**src/rtl/i2c_chsel_pkg.sv**
```systemverilog
package i2c_chsel_pkg;
  typedef enum logic [2:0] {
    ST_IDLE,
    ST_ADDR,
    ST_ADDR_ACK,
    ST_WR,
    ST_WR_ACK,
    ST_RD,
    ST_RD_ACK
  } tgt_state_e;

  localparam logic [3:0] ADDR_FIXED = 4'b1110;
endpackage

```
**src/rtl/i2c_line_filter.sv**
```systemverilog
module i2c_line_filter #(
  parameter int unsigned FILT_CYC = 3
) (
  input  logic clk_i,
  input  logic rst_ni,
  input  logic line_i,
  output logic line_o
);
  localparam int unsigned CW = $clog2(FILT_CYC + 1);

  logic [1:0]    sync_q;
  logic [CW-1:0] cnt_q;
  logic          out_q;

  always_ff @(posedge clk_i or negedge rst_ni) begin
    if (!rst_ni) begin
      sync_q <= 2'b11;
      cnt_q  <= '0;
      out_q  <= 1'b1;
    end else begin
      sync_q <= {sync_q[0], line_i};
      if (sync_q[1] != out_q) begin
        // accept only after FILT_CYC consecutive differing samples
        if (cnt_q == CW'(FILT_CYC - 1)) begin
          out_q <= sync_q[1];
          cnt_q <= '0;
        end else begin
          cnt_q <= cnt_q + 1'b1;
        end
      end else begin
        cnt_q <= '0;
      end
    end
  end

  assign line_o = out_q;
endmodule

```
**src/rtl/i2c_bus_events.sv**
```systemverilog
module i2c_bus_events (
  input  logic clk_i,
  input  logic rst_ni,
  input  logic scl_f_i,
  input  logic sda_f_i,
  output logic scl_rise_o,
  output logic scl_fall_o,
  output logic start_o,
  output logic stop_o
);
  logic scl_d_q, sda_d_q;

  always_ff @(posedge clk_i or negedge rst_ni) begin
    if (!rst_ni) begin
      scl_d_q <= 1'b1;
      sda_d_q <= 1'b1;
    end else begin
      scl_d_q <= scl_f_i;
      sda_d_q <= sda_f_i;
    end
  end

  assign scl_rise_o = scl_f_i & ~scl_d_q;
  assign scl_fall_o = ~scl_f_i & scl_d_q;
  assign start_o    = scl_f_i & scl_d_q & sda_d_q & ~sda_f_i;
  assign stop_o     = scl_f_i & scl_d_q & ~sda_d_q & sda_f_i;
endmodule

```
**src/rtl/i2c_target_fsm.sv**
```systemverilog
module i2c_target_fsm
  import i2c_chsel_pkg::*;
(
  input  logic       clk_i,
  input  logic       rst_ni,
  input  logic       scl_rise_i,
  input  logic       scl_fall_i,
  input  logic       start_i,
  input  logic       stop_i,
  input  logic       sda_f_i,
  input  logic [6:0] dev_addr_i,
  input  logic [7:0] rd_byte_i,
  output logic       sda_pull_o,
  output logic       wr_stb_o,
  output logic [7:0] wr_byte_o,
  output tgt_state_e state_o
);
  tgt_state_e state_q;
  logic [3:0] cnt_q;
  logic [7:0] sh_q;
  logic       pull_q, rw_q, mack_q, wr_stb_q;

  always_ff @(posedge clk_i or negedge rst_ni) begin
    if (!rst_ni) begin
      state_q  <= ST_IDLE;
      cnt_q    <= '0;
      sh_q     <= '0;
      pull_q   <= 1'b0;
      rw_q     <= 1'b0;
      mack_q   <= 1'b0;
      wr_stb_q <= 1'b0;
    end else begin
      wr_stb_q <= 1'b0;
      if (stop_i) begin
        state_q <= ST_IDLE;
        pull_q  <= 1'b0;
      end else if (start_i) begin
        state_q <= ST_ADDR;
        cnt_q   <= '0;
        pull_q  <= 1'b0;
      end else begin
        unique case (state_q)
          ST_ADDR: begin
            if (scl_rise_i) begin
              sh_q  <= {sh_q[6:0], sda_f_i};
              cnt_q <= cnt_q + 1'b1;
            end else if (scl_fall_i && cnt_q == 4'd8) begin
              if (sh_q[7:1] == dev_addr_i) begin
                pull_q  <= 1'b1;
                rw_q    <= sh_q[0];
                state_q <= ST_ADDR_ACK;
              end else begin
                state_q <= ST_IDLE;
              end
            end
          end
          ST_ADDR_ACK: begin
            if (scl_fall_i) begin
              cnt_q <= '0;
              if (rw_q) begin
                sh_q    <= rd_byte_i;
                pull_q  <= ~rd_byte_i[7];
                state_q <= ST_RD;
              end else begin
                pull_q  <= 1'b0;
                state_q <= ST_WR;
              end
            end
          end
          ST_WR: begin
            if (scl_rise_i) begin
              sh_q  <= {sh_q[6:0], sda_f_i};
              cnt_q <= cnt_q + 1'b1;
              if (cnt_q == 4'd7) wr_stb_q <= 1'b1;
            end else if (scl_fall_i && cnt_q == 4'd8) begin
              pull_q  <= 1'b1;
              state_q <= ST_WR_ACK;
            end
          end
          ST_WR_ACK: begin
            if (scl_fall_i) begin
              pull_q  <= 1'b0;
              cnt_q   <= '0;
              state_q <= ST_WR;
            end
          end
          ST_RD: begin
            if (scl_fall_i) begin
              if (cnt_q == 4'd7) begin
                pull_q  <= 1'b0;
                state_q <= ST_RD_ACK;
              end else begin
                sh_q   <= {sh_q[6:0], 1'b0};
                pull_q <= ~sh_q[6];
                cnt_q  <= cnt_q + 1'b1;
              end
            end
          end
          ST_RD_ACK: begin
            if (scl_rise_i) begin
              mack_q <= ~sda_f_i;
            end else if (scl_fall_i) begin
              if (mack_q) begin
                sh_q    <= rd_byte_i;
                pull_q  <= ~rd_byte_i[7];
                cnt_q   <= '0;
                state_q <= ST_RD;
              end else begin
                state_q <= ST_IDLE;
              end
            end
          end
          default: ;
        endcase
      end
    end
  end

  assign sda_pull_o = pull_q;
  assign wr_stb_o   = wr_stb_q;
  assign wr_byte_o  = sh_q;
  assign state_o    = state_q;
endmodule

```
**src/rtl/i2c_chan_select_slave.sv**
```systemverilog
module i2c_chan_select_slave
  import i2c_chsel_pkg::*;
#(
  parameter int unsigned FILT_CYC = 3,
  parameter int unsigned NUM_CH   = 4,
  parameter int unsigned STRAP_W  = 3
) (
  input  logic               clk_i,
  input  logic               rst_ni,
  input  logic               scl_i,
  input  logic               sda_i,
  input  logic [STRAP_W-1:0] addr_strap_i,
  input  logic [NUM_CH-1:0]  irq_ni,
  output logic               sda_pull_o,
  output logic [NUM_CH-1:0]  chan_en_o
);
  localparam int unsigned SEL_W = $clog2(NUM_CH);
  localparam int unsigned REG_W = SEL_W + 1;
  localparam int unsigned PAD_W = 8 - NUM_CH - REG_W;

  logic [1:0] raw_lines, filt_lines;
  logic       scl_f, sda_f;
  logic       scl_rise, scl_fall, start_det, stop_det;
  logic       wr_stb;
  logic [7:0] wr_byte, rd_byte;
  tgt_state_e fsm_state;

  assign raw_lines = {sda_i, scl_i};

  for (genvar l = 0; l < 2; l++) begin : g_filt
    i2c_line_filter #(.FILT_CYC(FILT_CYC)) u_filt (
      .clk_i (clk_i),
      .rst_ni(rst_ni),
      .line_i(raw_lines[l]),
      .line_o(filt_lines[l])
    );
  end

  assign scl_f = filt_lines[0];
  assign sda_f = filt_lines[1];

  i2c_bus_events u_ev (
    .clk_i     (clk_i),
    .rst_ni    (rst_ni),
    .scl_f_i   (scl_f),
    .sda_f_i   (sda_f),
    .scl_rise_o(scl_rise),
    .scl_fall_o(scl_fall),
    .start_o   (start_det),
    .stop_o    (stop_det)
  );

  i2c_target_fsm u_fsm (
    .clk_i     (clk_i),
    .rst_ni    (rst_ni),
    .scl_rise_i(scl_rise),
    .scl_fall_i(scl_fall),
    .start_i   (start_det),
    .stop_i    (stop_det),
    .sda_f_i   (sda_f),
    .dev_addr_i({ADDR_FIXED, addr_strap_i}),
    .rd_byte_i (rd_byte),
    .sda_pull_o(sda_pull_o),
    .wr_stb_o  (wr_stb),
    .wr_byte_o (wr_byte),
    .state_o   (fsm_state)
  );

  // interrupt inputs: two-stage sync, idle high
  logic [NUM_CH-1:0] irq_s1_q, irq_s2_q;
  always_ff @(posedge clk_i or negedge rst_ni) begin
    if (!rst_ni) begin
      irq_s1_q <= '1;
      irq_s2_q <= '1;
    end else begin
      irq_s1_q <= irq_ni;
      irq_s2_q <= irq_s1_q;
    end
  end

  logic [REG_W-1:0]  ctrl_q;
  logic              pend_q;
  logic [NUM_CH-1:0] en_q, en_dec;

  for (genvar c = 0; c < NUM_CH; c++) begin : g_dec
    assign en_dec[c] = ctrl_q[SEL_W] && (ctrl_q[SEL_W-1:0] == SEL_W'(c));
  end

  always_ff @(posedge clk_i or negedge rst_ni) begin
    if (!rst_ni) begin
      ctrl_q <= '0;
      pend_q <= 1'b0;
      en_q   <= '0;
    end else if (wr_stb) begin
      ctrl_q <= wr_byte[REG_W-1:0];
      pend_q <= 1'b1;
    end else if (stop_det && pend_q) begin
      en_q   <= en_dec;
      pend_q <= 1'b0;
    end
  end

  assign rd_byte   = {~irq_s2_q, {PAD_W{1'b0}}, ctrl_q};
  assign chan_en_o = en_q;
endmodule

```
**config.mk**
```make
export PLATFORM = sky130hd
export DESIGN_NAME = i2c_chan_select_slave
export DESIGN_NICKNAME = d
export VERILOG_FILES = /design/src/rtl/i2c_chsel_pkg.sv /design/src/rtl/i2c_line_filter.sv /design/src/rtl/i2c_bus_events.sv /design/src/rtl/i2c_target_fsm.sv /design/src/rtl/i2c_chan_select_slave.sv
export SDC_FILE = /design/constraint.sdc
export NUM_CORES = 1
export LEC_CHECK = 0
export ABC_AREA = 1
export BUFFER_PORTS_ARGS = -buffer_cell sky130_fd_sc_hd__buf_2
export CORE_ASPECT_RATIO = 1.75
export CORE_UTILIZATION = 63
export DETAILED_ROUTE_END_ITERATION = 10
export GPL_TIMING_DRIVEN = 0
export HOLD_SLACK_MARGIN = 0.05
export PLACE_DENSITY = 0.82
export SYNTH_ARGS = -nofsm -noshare
export SYNTH_HDL_FRONTEND = slang
export SYNTH_HIERARCHICAL = 1
export SYNTH_SLANG_ARGS = --single-unit
```
**constraint.sdc**
```tcl
create_clock -name clk_i -period 3 [get_ports clk_i]
set_input_delay 0.45 -clock clk_i [delete_from_list [all_inputs] [get_ports clk_i]]
set_output_delay 0.45 -clock clk_i [all_outputs]
set_load 0.1 [all_outputs]
```
== Word-level counts from Yosys, hierarchy flattened ==
Cells that the tools add are included.

* Word-level logic and storage cells: 167
* Input bits: 11
* Output and inout port bits: 5
* Register bits after elaboration: 47

* Bitwise operators: 18
* Mux-type cells: 61
* Add/subtract/negate cells: 3
* Equality and inequality tests: 43
* Reductions and logical operators: 22

{| class="wikitable"
|+ Operator list
! kind !! count
|-
| $mux 8 || 8
|-
| $mux 3 || 14
|-
| $ne 4x3->1 const B || 9
|-
| $mux 4 || 8
|-
| $pmux 8 s4 || 1
|-
| $mux 1 || 22
|-
| $reduce_and 11->1 || 2
|-
| $pmux 3 s6 || 1
|-
| $pmux 4 s4 || 1
|-
| $ne 2x1->1 const B || 6
|-
| $ne 4x4->1 const B || 3
|-
| $reduce_and 12->1 || 1
|-
| $mux 2 || 5
|-
| $not 1->1 || 10
|-
| $eq 3x3->1 const B || 3
|-
| $ne 3x2->1 const B || 3
|-
| $reduce_and 9->1 || 1
|-
| $eq 2x2->1 const B || 4
|-
| $reduce_bool 8->1 || 1
|-
| $and 1x1->1 || 7
|-
| $eq 7x7->1 || 1
|-
| $eq 3x2->1 const B || 2
|-
| $logic_and 1x1->1 || 6
|-
| $ne 3x1->1 const B || 2
|-
| 19 further kinds || 26
|}

== Depth between registers and ports, before layout ==
Gate-level depths: netlist of run 1.

* Depth in word-level cells: 8
* Mapped depth: 11
* Gate-level depth less buffers: 11

== Cells and area by module ==
The synthesis of run 1 kept the hierarchy.

{| class="wikitable"
|+ Modules (own cells, without submodules)
! module !! cells an instance !! times used !! area each (um^2) !! seq. area each (um^2)
|-
| i2c_target_fsm || 216 || 1 || 1531.5 || 475.5
|-
| i2c_chan_select_slave || 54 || 1 || 570.5 || 410.4
|-
| i2c_line_filter || 21 || 2 || 190.2 || 128.9
|-
| i2c_bus_events || 13 || 1 || 93.8 || 52.6
|}

== Worst setup path after synthesis of run 1 ==
OpenSTA, ideal clock, no wires.

* Path type: register to register
* Start point: reg g_filt[0].u_filt.out_q
* End point: reg u_fsm.state_q[2] (netlist: u_fsm/state_o[2])
* Library setup time: 0.123 ns
* Arrival time: 1.602 ns
* Setup slack: 1.275 ns
* Required time: 2.877 ns
* Period minus slack after synthesis: 1.725 ns
* Cell stages (with the launch flop): 10
* Buffers on the path: 0
* Path through: dfstp_2 nand2_1 nor2_1 nor2_2 nand3_1 nand2_1 a21oi_2 nand2_2 nand2_1 o21ai_1

* Longest elaborated chain between the ends: 5
* Elaborated cells between the ends (all ways): 23
* Those cells by class: 10 x eq/ne; 2 x mux; 8 x bitwise; 3 x reduce/logical

{| class="wikitable"
|+ RTL lines
! element !! line !! RTL
|-
| from (decl) || i2c_line_filter.sv:13 || <nowiki>logic out_q;</nowiki>
|-
| from (signal assigned) || i2c_line_filter.sv:25 || <nowiki>out_q <= sync_q[1];</nowiki>
|-
| $and 1x1->1 (*) (3 in a row) || i2c_bus_events.sv:26 || <nowiki>assign stop_o = scl_f_i & scl_d_q & ~sda_d_q & sda_f_i;</nowiki>
|-
| net stop_det || i2c_chan_select_slave.sv:23 || <nowiki>logic scl_rise, scl_fall, start_det, stop_det;</nowiki>
|-
| $ne 4x3->1 (no line) (tied with other cells) || -- ||
|-
| $reduce_and 11->1 (no line) || -- ||
|-
| to (signal assigned) || i2c_target_fsm.sv:25 || <nowiki>state_q <= ST_IDLE;</nowiki>
|-
| to (signal assigned) || i2c_target_fsm.sv:35 || <nowiki>state_q <= ST_IDLE;</nowiki>
|-
| to (signal assigned) || i2c_target_fsm.sv:38 || <nowiki>state_q <= ST_ADDR;</nowiki>
|-
| to (decl) || i2c_target_fsm.sv:18 || <nowiki>tgt_state_e state_q;</nowiki>
|}

The timed path passes the listed nets; every way through them passes the cells marked *.
A chain may end at the register's enable or synchronous reset.

== Final worst setup path of run 1 ==
* Start point: reg g_filt[0].u_filt.out_q
* End point: reg u_fsm.state_q[0] (netlist: u_fsm/state_o[0])

The elaborated chain is that of the path after synthesis.

==> results of run 1 <==
==> cell usage in the layout (no fill, tap or decap), drive strengths merged, types with 2 or more instances in the layout <==
master	instances
dfrtp	31
clkbuf	7
dfstp	16
o211ai	2
inv	56
nand2	110
bufinv	2
xnor2	2
nand3	22
buf	19
o21ai	27
a31oi	2
nor3	2
a21oi	3
nor4	3
nand3b	2
conb	8
nor2	34
ha	2
==> synth_stat cells (all sizes together) <==
cell type	instances	area, µm²
nand2	110	462
nand3	22	128
nand3b	2	15.0
clkbuf	1	3.75
conb	2	7.51
a22oi	1	7.51
ha	2	25.0
o21ai	27	165
a21oi	3	18.8
a31oi	2	18.8
mux2i	1	10.0
buf	4	45.0
dfrtp	31	776
a31o	1	8.76
inv	56	220
dfstp	16	420
o211ai	2	15.0
nor4	3	25.0
nor3	2	10.0
xnor2	2	17.5
nand4	1	6.26
nor2	34	171
==> flip-flops by register name, indices dropped and copies added, names as in the netlist <==
signal and count:
u_fsm/wr_byte_o 8, chan_en_o 4, g_filt.u_filt/cnt_q 4, g_filt.u_filt/sync_q 4, irq_s1_q 4, irq_s2_q 4
u_fsm/cnt_q 4, ctrl_q 3, u_fsm/state_o 3, g_filt.u_filt/line_o 2, pend_q 1, u_ev/scl_d_q 1
u_ev/sda_d_q 1, u_fsm/mack_q 1, u_fsm/rw_q 1, u_fsm/sda_pull_o 1, u_fsm/wr_stb_o 1
==> worst reg2reg max path: cells and delay by family (launching register included) <==
| kind | cells | cell delay, ns |
|---|---|---|
| DFF | 1 | 0.59 |
| and+or+nand+nor | 7 | 1.16 |
| AOI/OAI and AO/OA | 2 | 0.28 |
==> layer usage <==
layer	track usage, %	up-vias	wire length (µm)
li1	-	1051	-
met1	26.5	977	1900
met2	48.8	33	2700
met4	12.6	0	168
met5	0	-	0
met3	3.68	16	84
==> worst paths after layout <==
| kind | startpoint | endpoint | slack, ns |
|---|---|---|---|
| max | g_filt[0].u_filt/line_o | u_fsm/state_o[0] | 0.85 |
| min | irq_ni[0] | irq_s1_q[0] | 0.25 |
| max reg2reg | g_filt[0].u_filt/line_o | u_fsm/state_o[0] | 0.85 |
| min reg2reg | irq_s1_q[1] | irq_s2_q[1] | 0.36 |
| max in group asynchronous | rst_ni | g_filt[0].u_filt/cnt_q[0] | 2.05 |
| min in group asynchronous | rst_ni | u_fsm/state_o[1] | 0.33 |
==> logic make-up (layout without fill, tap and decap cells) <==
group,count (synthesis),after routing,synth area share [%]
and+or+nand+nor,174,174,31.7
other,2,8,0.292
buffers and inverters,61,84,10.4
DFF,47,47,46.4
muxes,1,1,0.389
AOI/OAI and AO/OA,36,36,9.08
xor gates and xnor gates,2,2,0.680
adders and majority gates,2,2,0.971
==> metrics by stage <==
step                      std cells  hold WS (ns)  worst slack [ns]  area (µm²)
after floorplan                 331         0.154              1.27        2600
after global placement          394         0.345             0.921        2730
after detailed placement        394         0.348             0.889        2730
after CTS                       402         0.238             0.877        2870
after global routing            402         0.230             0.648        2870
final                           402         0.248             0.849        2870
==> layout make-up <==
cell class / instances / area share, %
Buffer: 5 / 1.70
Multi-Input combinational cell: 223 / 39.5
Timing Repair Buffer: 15 / 2.62
Inverter: 56 / 7.68
Clock buffer: 6 / 2.53
Tap cell: 48 / 2.10
Clock inverter: 2 / 2.10
Sequential cell: 47 / 41.7
==> where the power goes <==
group / internal, mW / switching [mW]
Combinational: 0.465 / 0.899
Clock: 0.333 / 0.202
Sequential: 0.823 / 0.128
==> results by group, run 1 <==
Power
  – IR drop worst, VDD: 664 µV
  – Design Power: roughly 2.9 mW
  – LEAKAGE: ~1.5 nW
  – Pwr Density: 994 nW/µm²

Finish
  – Nets: between 300 and 400
  – Final Util: 73.4%
  – Layout area overhead: 11.3%
  – Register area: roughly 1200 µm²
  – Fillers: 340
  – Diode count: 0
  – Share of cells above drive strength 1: around 22%
  – Multi-input gate area: 1130 µm²

CTS
  – # clock sinks: 47
  – H-tree depth: 2
  – Clk Latency, worst-skew pair: a little under 0.3 ns
  – Longest Clk Path Bufs: 2
  – Cts repair resizes: 0
  – CTS buffer count: 5
  – Post-CTS setup buffer count: 0
  – CTS tree: yes
  – Clock-pin transition on the worst setup and hold timing paths: around 0.080 ns
  – Cts-stage hold buffer count: 0
  – Clk root buf: clkbuf_8

Floorplanning
  – Width of the die: just over 50 µm
  – Die area: about 4400 µm²
  – Row count: 30
  – Core Area: 3900 µm²
  – Die height: ~87 µm
  – Initial Util: about 66%
  – Io pins: 16

Timing
  – Worst slew pin tran: roughly 1.0 ns
  – Clock period minus worst slack: between 2 and 2.5 ns
  – Max Slew Vio Count: 0
  – Worst clock skew: 0.00251 ns
  – Setup TNS Final: 0 ns
  – Hold Vio Cnt, Final: 0
  – Max-slew headroom: about a third
  – Final Cycle Share: 71.7%
  – Final setup viols: 0
  – F_max: 465 MHz
  – RSZ-0062 raised after global routing: false

Yosys
  – Sequential element share of the synthesized area: about 46%
  – Syn Std Cell Area: around 2600 µm²
  – Yosys cell types: 37
  – Register bit total from synthesis: 47
  – Avg Inst Size Synth: around 8 µm²
  – Post-Syn Instances: ~330
  – Synth warn: 6

Worst hold path
  – Hold Crit Class: in -> reg
  – Hold depth: 1

Route
  – Detailed Routing Iterations Pass 1: 4
  – Antenna viol nets, final: 0
  – Total number of vias: roughly 2100
  – Vias per std cell: between 5 and 6
  – Total wire length: approximately 4900 µm
  – DRC errors left: 0
  – Routed WL per cell: 12.1 µm
  – DRT iter0 DRCs: between 50 and 60

Setup path
  – Worst endpoint data arrival time: 2.34 ns
  – Crit path required time: between 3 and 4 ns
  – CP delay by family, top: simple AND/OR/NAND/NOR gates
  – Worst-path fanout max: 8
  – Crit path top cell by count: nand2_1
  – Worst setup EP type: register
  – R2R depth: 9
  – Crit-path max cell delay: 0.59 ns
  – Cells along the critical path: nand2_1 -> nor2_1 -> nor2_2 -> nand3_1 -> nand2_1 -> a21oi_2 -> nand2_2 -> nand2_1 -> o21ai_1
  – Critical path class: reg -> reg
  – Crit-path slowest cell: dfstp_2
  – Startpoint Class: register
  – WP depth: 9
  – Buf/Inv on CP: 0

Placed design
  – Gpl congestion: about 0.93
  – Port buffer count: 15
  – DP HPWL: 3710 µm

GRT
  – Overflow after GRT: 0
  – Largest net degree at the start of global routing: 48
  – Global-route wire length before repair: about 8500 µm
  – Gr usage total: around a quarter
  – Vias in the first global route: between 2000 and 2500
  – Initial antenna violation count: 0

Run
  – Max Cap Violations: 0

Outcome
  – Status: finished, final reports clean
Note: power is estimated with default switching activity, not from simulation.
==> inputs of run 2 (changes only) <==
CORE_UTILIZATION = 60   (was 63)
PLACE_DENSITY = 0.79   (was 0.82)
clock period = 2 ns   (was 3 ns; I/O delays follow)
==> results by group, run 2 (synthesized netlist as in run 1, its figures left out) <==
Finish
  – Nets: 366 (unchanged)
  – Final non-filler cell total: 403 (+0.25%)
  – Share of cells above drive strength 1: 22.6% (+0.85 points)
  – Commonest non-fill, non-tap cell in the layout: nand2_1
  – Final Cell Area: 2860 µm² (-0.17%)
  – Layout area overhead: 11.1%
  – Max reg flops: 8 (unchanged)
  – Commonest non-fill, non-tap cells in the layout: 100 x nand2_1, 51 x inv_1, 31 x dfrtp_1
  – Diode count: 0 (unchanged)

GRT
  – Vias in the first global route: 1978 (-3.5%)
  – Overflow after GRT: 0 (unchanged)
  – Initial antenna violation count: 0 (unchanged)
  – Global-route wire length before repair: 8270 µm (-2.2%)
  – Gr usage total: 24.4% (-1.3 points)
  – Largest net degree at the start of global routing: 48 (unchanged)

Power
  – IR drop worst, VDD: 895 µV (+35%)
  – LEAKAGE: 1.50 nW (-0.78%)
  – Pwr Density: 1450 nW/µm² (+46%)

Setup path
  – Critical path class: reg -> reg
  – Startpoint Class: register
  – Crit path required time: 2.19 ns (-1.00 ns)
  – Worst endpoint data arrival time: 2.04 ns (-0.30 ns)
  – R2R depth: 9 (unchanged)
  – Worst setup EP type: register
  – Worst-path fanout max: 8 (unchanged)

Run
  – Max Cap Violations: 0 (unchanged)

CTS
  – # clock sinks: 47 (unchanged)
  – Clk root buf: clkbuf_8
  – Clk Latency, worst-skew pair: 0.30 ns (about the same)
  – CTS tree: yes
  – Clock-pin transition on the worst setup and hold timing paths: 0.09 ns (about the same)
  – CTS buffer count: 5 (unchanged)
  – H-tree depth: 2 (unchanged)
  – Longest Clk Path Bufs: 2 (unchanged)
  – Post-CTS setup buffer count: 0 (unchanged)
  – Cts-stage hold buffer count: 0 (unchanged)

Floorplanning
  – Row count: 31 (+3.3%)
  – Initial Util: 62.7% (-3.3 points)
  – Width of the die: 51.5 µm (+2.4%)
  – Core Area: 4110 µm² (+5.3%)
  – Io pins: 16 (unchanged)
  – Die area: 4570 µm² (+4.8%)
  – Die height: 88.7 µm (+2.4%)

Worst hold path
  – Hold Crit Class: in -> reg
  – Hold depth: 1 (unchanged)

Timing
  – Setup TNS Final: 0 ns (unchanged)
  – Hold Vio Cnt, Final: 0 (unchanged)
  – Clock period minus worst slack: 1.85 ns (-0.306 ns)
  – F_max: 542 MHz (+17%)
  – Max Slew Vio Count: 0 (unchanged)
  – Final Cycle Share: 92.3% (+21 points)
  – Worst slew pin tran: 1.02 ns (+0.00421 ns)
  – Max-slew headroom: 32.0% (-0.28 points)
  – Final setup viols: 0 (unchanged)
  – Worst clock skew: 0.00879 ns (+0.00628 ns)

Route
  – DRT iter0 DRCs: 39 (-25%)
  – Antenna viol nets, final: 0 (unchanged)
  – Detailed Routing Iterations Pass 1: 4 (unchanged)
  – Total number of vias: 2063 (-0.67%)
  – DRC errors left: 0 (unchanged)
  – Routed WL per cell: 12.0 µm (-0.70%)
  – Total wire length: 4840 µm (-0.45%)
  – Vias per std cell: 5.12 (-0.92%)

Placed design
  – Placed cell areas: 2740 µm² (about the same)
  – Port buffer count: 15 (unchanged)
  – DP HPWL: 3590 µm (-3.1%)
  – Placed insts: 395 (+0.25%)
  – Gpl congestion: 0.945 (+1.6%)

Outcome
  – Status: finished, final reports clean
[run 2: repair_timing]
| action | 4_1_cts | 5_1_grt |
|---|---|---|
| gates cloned | 0 | 0 |
| pin swaps | 0 | 1 |
| setup endpoints to repair | 4 | 8 |
| gates resized for setup | 1 | 4 |
[run 2: metal layers]
metal  GRT usage (%)  routed length, µm  vias up
li1                -                  -     1045
met1            26.1               1910      973
met3            3.44                 82       18
met4            14.3                216        0
met5               0                  0        -
met2            44.4               2630       27
[run 2: where the power goes]
group / switching, mW / total (mW) / leakage, nW / internal [mW]
clock: 0.307 / 0.622 / 0.0505 / 0.314
sequential: 0.192 / 1.43 / 0.575 / 1.23
combinational: 1.38 / 2.10 / 0.877 / 0.722
total: 1.88 / 4.15 / 1.50 / 2.27
[run 2: area by class of cell]
type | instances | area [µm²]
Fill cell | 368 | 1250
Sequential cell | 47 | 1200
Multi-Input combinational cell | 223 | 1160
Inverter | 56 | 220
Clock buffer | 7 | 96.3
Timing Repair Buffer | 15 | 75.1
Tap cell | 49 | 61.3
Buffer | 5 | 48.8
Clock inverter | 1 | 7.51
[run 2: final timing paths]
check,start,end,slack (ns)
worst max-delay path,g_filt[1].u_filt/line_o,u_fsm/state_o[2],0.15
worst min-delay path,scl_i,g_filt[0].u_filt/sync_q[0],0.09
worst max register to register,g_filt[1].u_filt/line_o,u_fsm/state_o[2],0.15
worst min register to register,irq_s1_q[2],irq_s2_q[2],0.36
max in group asynchronous,rst_ni,u_fsm/wr_byte_o[3],1.19
min in group asynchronous,rst_ni,u_fsm/state_o[1],0.16
[run 2: worst max-delay path: stages (launching register included)]
cell and delay, ns:
dfstp_2 0.60, nand2_1 0.10, nor2_4 0.24, nor2_4 0.11, nand3_1 0.13, nand2_1 0.11, a21oi_4 0.20, nand2_2 0.12
nand2_1 0.07, o21ai_1 0.05
[run 2: metrics by stage]
| stage | utilization (%) | hold slack [ns] | setup WS, ns | power, mW |
|---|---|---|---|---|
| finish | 69.6 | 0.0929 | 0.155 | 4.15 |
| global route | 69.6 | 0.0786 | -0.0102 | 4.49 |
| CTS | 69.1 | 0.0801 | 0.0171 | 4.13 |
| detailed placement | 66.5 | 0.347 | -0.120 | 3.48 |
| global placement | 66.5 | 0.345 | -0.0580 | 3.42 |
| floorplan | - | 0.00441 | 0.275 | 3.07 |
